$ cat config.mk
export PLATFORM = sky130hd
export DESIGN_NAME = mm3_core
export DESIGN_NICKNAME = d
export VERILOG_FILES = /design/src/rtl/mm3_pkg.sv /design/src/rtl/mm3_decode.sv /design/src/rtl/mm3_alu.sv /design/src/rtl/mm3_core.sv
export SDC_FILE = /design/constraint.sdc
export NUM_CORES = 2
export LEC_CHECK = 0
export BUFFER_PORTS_ARGS = -buffer_cell sky130_fd_sc_hd__buf_2
export CORE_MARGIN = 2
export CORE_UTILIZATION = 35
export CTS_CLUSTER_DIAMETER = 200
export CTS_CLUSTER_SIZE = 25
export DETAILED_ROUTE_END_ITERATION = 6
export MAX_ROUTING_LAYER = met4
export REMOVE_ABC_BUFFERS = 1
export SYNTH_ARGS = -nofsm -noshare
export SYNTH_HDL_FRONTEND = slang
export SYNTH_HIERARCHICAL = 1
export SYNTH_SLANG_ARGS = --single-unit
$ cat constraint.sdc
create_clock -name clk -period 101.9 [get_ports clk]
set_input_delay 5.095 -clock clk [delete_from_list [all_inputs] [get_ports clk]]
set_output_delay 5.095 -clock clk [all_outputs]
set_load 0.03 [all_outputs]
$ cat src/rtl/mm3_pkg.sv
package mm3_pkg;

  localparam logic [3:0] OP_HALT = 4'd0;
  localparam logic [3:0] OP_JMP  = 4'd1;
  localparam logic [3:0] OP_JZ   = 4'd2;
  localparam logic [3:0] OP_ADD  = 4'd3;
  localparam logic [3:0] OP_SUB  = 4'd4;
  localparam logic [3:0] OP_LDI  = 4'd5;
  localparam logic [3:0] OP_STI  = 4'd6;
  localparam logic [3:0] OP_MUL  = 4'd7;
  localparam logic [3:0] OP_DIV  = 4'd8;
  localparam logic [3:0] OP_MOD  = 4'd9;
  localparam logic [3:0] OP_AND  = 4'd10;
  localparam logic [3:0] OP_LT   = 4'd12;

  typedef enum logic [3:0] {
    S_F0, S_F1, S_F2, S_F3, S_F4, S_R1, S_R2, S_R3, S_WB, S_HALT
  } state_e;

  typedef struct packed {
    logic jmp;
    logic jz;
    logic ldi;
    logic sti;
    logic alu;
    logic illegal;
  } opclass_t;

endpackage

$ cat src/rtl/mm3_decode.sv
module mm3_decode
  import mm3_pkg::*;
#(
  parameter int DW = 32
) (
  input  logic [DW-1:0] word_i,
  output logic [3:0]    code_o,
  output opclass_t      cls_o
);

  logic upper_clear;

  assign upper_clear = (word_i[DW-1:4] == '0);
  assign code_o      = word_i[3:0];

  always_comb begin
    cls_o = '0;
    unique case (code_o)
      OP_JMP:  cls_o.jmp = 1'b1;
      OP_JZ:   cls_o.jz  = 1'b1;
      OP_LDI:  cls_o.ldi = 1'b1;
      OP_STI:  cls_o.sti = 1'b1;
      OP_ADD, OP_SUB, OP_MUL, OP_DIV, OP_MOD, OP_AND, OP_LT:
               cls_o.alu = 1'b1;
      default: cls_o.illegal = 1'b1;
    endcase
    if (!upper_clear) cls_o = '{illegal: 1'b1, default: 1'b0};
  end

endmodule

$ cat src/rtl/mm3_alu.sv
module mm3_alu
  import mm3_pkg::*;
#(
  parameter int DW = 32
) (
  input  logic [3:0]    code_i,
  input  logic [DW-1:0] lhs_i,
  input  logic [DW-1:0] rhs_i,
  output logic [DW-1:0] res_o
);

  logic          rhs_zero;
  logic [2*DW-1:0] prod;

  assign rhs_zero = (rhs_i == '0);
  assign prod     = lhs_i * rhs_i;

  always_comb begin
    unique case (code_i)
      OP_ADD:  res_o = lhs_i + rhs_i;
      OP_SUB:  res_o = lhs_i - rhs_i;
      OP_MUL:  res_o = prod[DW-1:0];
      OP_DIV:  res_o = rhs_zero ? '0 : lhs_i / rhs_i;
      OP_MOD:  res_o = rhs_zero ? '0 : lhs_i % rhs_i;
      OP_AND:  res_o = lhs_i & rhs_i;
      OP_LT:   res_o = {{(DW-1){1'b0}}, (lhs_i < rhs_i)};
      default: res_o = rhs_i;  // indirect moves carry the fetched word
    endcase
  end

endmodule

$ cat src/rtl/mm3_core.sv
module mm3_core
  import mm3_pkg::*;
#(
  parameter int          DW       = 32,
  parameter int          AW       = 21,
  parameter int unsigned RESET_PC = 0
) (
  input  logic          clk,
  input  logic          rst_n,
  output logic [AW-1:0] mem_addr,
  output logic          mem_we,
  output logic [DW-1:0] mem_wdata,
  input  logic [DW-1:0] mem_rdata,
  output logic          halted
);

  localparam logic [AW-1:0] PC_INIT = AW'(RESET_PC);
  localparam logic [AW-1:0] STEP    = AW'(4);

  state_e          state_q, state_d;
  logic [AW-1:0]   pc_q, pc_d;
  logic [3:0]      code_q, dec_code;
  opclass_t        cls_q, dec_cls;
  logic [AW-1:0]   fa_q, fb_q, fc_q;
  logic [DW-1:0]   x_q, y_q;
  logic [DW-1:0]   alu_res;
  logic            pc_en, op_en, fa_en, fb_en, fc_en, x_en, y_en;

  mm3_decode #(.DW(DW)) i_decode (
    .word_i (mem_rdata),
    .code_o (dec_code),
    .cls_o  (dec_cls)
  );

  mm3_alu #(.DW(DW)) i_alu (
    .code_i (code_q),
    .lhs_i  (x_q),
    .rhs_i  (y_q),
    .res_o  (alu_res)
  );

  // next-state and port drive
  always_comb begin
    state_d  = state_q;
    pc_d     = pc_q + STEP;
    pc_en    = 1'b0;
    op_en    = 1'b0;
    fa_en    = 1'b0;
    fb_en    = 1'b0;
    fc_en    = 1'b0;
    x_en     = 1'b0;
    y_en     = 1'b0;
    mem_addr = pc_q;
    mem_we   = 1'b0;
    unique case (state_q)
      S_F0: state_d = S_F1;
      S_F1: begin
        mem_addr = pc_q + AW'(1);
        op_en    = 1'b1;
        state_d  = dec_cls.illegal ? S_HALT : S_F2;
      end
      S_F2: begin
        mem_addr = pc_q + AW'(2);
        fa_en    = 1'b1;
        state_d  = S_F3;
      end
      S_F3: begin
        mem_addr = pc_q + AW'(3);
        fb_en    = 1'b1;
        state_d  = S_F4;
      end
      S_F4: begin
        fc_en    = 1'b1;
        mem_addr = cls_q.jmp ? fa_q : fb_q;
        state_d  = S_R1;
      end
      S_R1: begin
        x_en = 1'b1;
        if (cls_q.jmp) begin
          pc_en   = 1'b1;
          pc_d    = mem_rdata[AW-1:0];
          state_d = S_F0;
        end else begin
          if (cls_q.ldi)      mem_addr = mem_rdata[AW-1:0];
          else if (cls_q.alu) mem_addr = fc_q;
          else                mem_addr = fa_q;
          state_d = S_R2;
        end
      end
      S_R2: begin
        y_en = 1'b1;
        if (cls_q.sti) begin
          mem_addr = mem_rdata[AW-1:0];
          state_d  = S_R3;
        end else if (cls_q.jz) begin
          pc_en = 1'b1;
          if (x_q == '0) pc_d = mem_rdata[AW-1:0];
          state_d = S_F0;
        end else begin
          state_d = S_WB;
        end
      end
      S_R3: begin
        y_en    = 1'b1;
        state_d = S_WB;
      end
      S_WB: begin
        mem_we   = 1'b1;
        mem_addr = cls_q.sti ? x_q[AW-1:0] : fa_q;
        pc_en    = 1'b1;
        state_d  = S_F0;
      end
      S_HALT: state_d = S_HALT;
      default: state_d = S_HALT;
    endcase
  end

  assign mem_wdata = alu_res;
  assign halted    = (state_q == S_HALT);

  // registers
  always_ff @(posedge clk or negedge rst_n) begin
    if (!rst_n) begin
      state_q <= S_F0;
      pc_q    <= PC_INIT;
      code_q  <= '0;
      cls_q   <= '0;
      fa_q    <= '0;
      fb_q    <= '0;
      fc_q    <= '0;
      x_q     <= '0;
      y_q     <= '0;
    end else begin
      state_q <= state_d;
      if (pc_en) pc_q <= pc_d;
      if (op_en) begin
        code_q <= dec_code;
        cls_q  <= dec_cls;
      end
      if (fa_en) fa_q <= mem_rdata[AW-1:0];
      if (fb_en) fb_q <= mem_rdata[AW-1:0];
      if (fc_en) fc_q <= mem_rdata[AW-1:0];
      if (x_en)  x_q  <= mem_rdata;
      if (y_en)  y_q  <= mem_rdata;
    end
  end

endmodule

==> results.yml <==
detailed_routing:
  wl_mm: 278
  first_iter_violations: 7408
  drc: 1
  dr.pass1.iters: 7
  vias_per_cell: 6.22
  ant_nets: 0
  wl_per_cell_um: 27.4
  vias: 63100
global_routing:
  grt_max_degree: 61
  antenna_found_initial: 15
  grt_pass1_wl_mm: 407
  grt.total_usage: 0.320
  grt_pass1_vias: 60400
  overflow: 0
worst_setup_path:
  startpoint_type: "register"
  critPathMostFrequentCell: "ha_1"
  cp.required_ps: 96810
  cp.arrival_ps: 88380
  critPathCaptureType: "output port"
  critPathSlowestCell: "nor3_2"
  path_class: "reg2out"
  critPathMaxFanout: 43
  critPathMaxStageDelay_ps: 970
synthesis:
  syn_inst: 8001
  yosysSeqAreaShare: 0.0676
  ys_seq_elements: 161
  synth_top_area_share: 0.151
  async_reset_ff_frac: 1.00
  ys_top_cells_by_area: "ha_1, fa_1, dfrtp_1"
  synth_area_mm2: 0.0596
  synth_top_area_cell: "ha_1"
  yosysUniqueCellTypes: 124
  synthFlopType: "dfrtp_1"
  syn_avg_cell_area_um2: 7.45
  ys_warn_count: 6
  synth_edf_count: 0
placed_design:
  portBuffers: 88
  dp_hpwl_mm: 213
  place.gp.congestion: 1.07
  pre_cts_ws_ps: 11960
floorplanning:
  start_util: 0.352
  num_rows: 151
  die_area_mm2: 0.174
  chipHeight_um: 417
  die_w_um: 417
  core_area_mm2: 0.169
  io_pins: 89
clock_network:
  cts_buffers: 17
  ctsHoldBuffers: 0
  clkSinkCount: 161
  post_cts_buffers: 0
  cts_tree: "yes"
  root_buffer: "clkbuf_16"
  insertion_delay_ps: 490
  htree_levels: 4
  cts_buffer_depth: 2
  clk_pin_slew_ps: 80
  post_cts_resize_count: 0
status:
  violations: "design-rule violations"
  status: "finished, violations left"
sta:
  hold_viol_final: 0
  slew_violations: 0
  period_minus_slack_ps: 93480
  worst_pin_slew_ps: 1390
  skew_ps: 16.4
  fin_setup_tns_ps: 0
  rsz0062_at_grt: "false"
  max_freq_ghz: 0.0107
  post-route-period-util: 0.917
  setup_slack_ps: 8420
  setup_viol: 0
  relSlewSlack: 0.0640
power:
  cellPowerDensity_mw_per_mm2: 3.28
  p_leak_nw: 31.0
  comb_power_share: 0.358
  p_sw_mw: 0.0882
  power.share.switching: 0.424
  internal_power_mw: 0.120
  clkPwrFrac: 0.322
  vdd_drop_max_uv: 9.61
  seq_power_share: 0.320
finish:
  syn2layout_area_growth_pct: 6.33
  final_nets: 9069
  drive_gt1_frac: 0.0808
  final_common_cell: "nand2_1"
  mostFrequentLayoutCells: "nand2_1, ha_1, inv_1, nor2_1, a21oi_1"
worst_hold_path:
  hp-class: "reg2reg"
flow_run:
  max_cap_viol_count: 0
==> worst paths after layout <==
kind / startpoint / endpoint / slack, ps / cells after the start
max: y_q[31] / mem_wdata[31] / 8420 / 284
min: fb_q[4] / fb_q[4] / 480 / 2
max reg2reg: state_q[2] / pc_q[20] / 98160 / 6
min reg2reg: fb_q[4] / fb_q[4] / 480 / 2
max in group asynchronous: rst_n / pc_q[14] / 96090 / 2
min in group asynchronous: rst_n / pc_q[15] / 4550 / 1
==> synth_stat cells (133+ instances only) <==
cell type and n:
ha_1 721, inv_1 695, xnor2_1 309, nand2_1 1070, clkbuf_1 259, nand3_1 156, xor2_1 169, nor2_1 666
fa_1 411, o21a_1 133, a21o_1 189, dfrtp_1 161, nor3_1 168, a21oi_1 571, o21ai_0 377
==> power groups by stage <==
stage	clock (mW)	sequential, mW	combinational, mW
6_report	0.0669	0.0665	0.0744
4_1_cts	0.0686	0.0664	0.0720
5_1_grt	0.0708	0.0665	0.0781
3_5_place_dp	0	0.0677	0.0718
3_3_place_gp	0	0.0676	0.0715
2_1_floorplan	0	0.0689	0.0400
==> registers in the layout (all words and copies together), names as in the netlist <==
signal,count
cls_q,5
code_q,4
state_q,4
pc_q,21
x_q,32
fc_q,21
y_q,32
fb_q,21
fa_q,21
==> per-stage QoR <==
step | hold slack (ps) | std cells | power, mW | util | area (µm²)
6_report | 483 | 10100 | 0.208 | 0.374 | 63300
5_1_grt | 508 | 10100 | 0.216 | 0.374 | 63300
4_1_cts | 485 | 10100 | 0.207 | 0.374 | 63300
3_5_place_dp | 464 | 10100 | 0.139 | 0.370 | 62700
3_3_place_gp | 457 | 10100 | 0.139 | 0.370 | 62700
2_1_floorplan | 445 | 7620 | 0.109 | - | 58000
==> cell type report <==
type | count | area, µm²
fill | 18000 | 106000
multi-input combinational | 6758 | 51500
sequential | 161 | 4030
tap | 2218 | 2780
inverter | 701 | 2630
timing repair buffer | 264 | 1780
clock buffer | 17 | 425
clock inverter | 15 | 169
antenna | 13 | 32.5
==> critical path, delay by kind of cell, from the launching register on <==
kind                       cells  cell delay [ps]
DFF                            1              540
and+or+nand+nor               66            19840
muxes                          5             1880
adders and majority gates     31            10440
buffers and inverters         18             4710
AOI/OAI and AO/OA            164            50100
==> metal layers <==
| layer | track usage | share of wire |
|---|---|---|
| met4 | 0.167 | 0.066 |
| met3 | 0.0571 | 0.097 |
| met1 | 0.410 | 0.41 |
| met2 | 0.481 | 0.43 |
| met5 | - | 0 |
==> kinds of logic (layout without fill, tap and decap cells) <==
| kind of cell | after synthesis | after routing | share of synthesized area |
|---|---|---|---|
| DFF | 161 | 161 | 0.0676 |
| buffers and inverters | 1082 | 997 | 0.0706 |
| muxes | 245 | 245 | 0.0447 |
| AOI/OAI and AO/OA | 2210 | 2210 | 0.248 |
| other | 0 | 13 | 0 |
| and+or+nand+nor | 2692 | 2692 | 0.209 |
| adders and majority gates | 1133 | 1133 | 0.290 |
| xor gates and xnor gates | 478 | 478 | 0.0703 |
No activity file was read; power rests on OpenSTA's default activity.
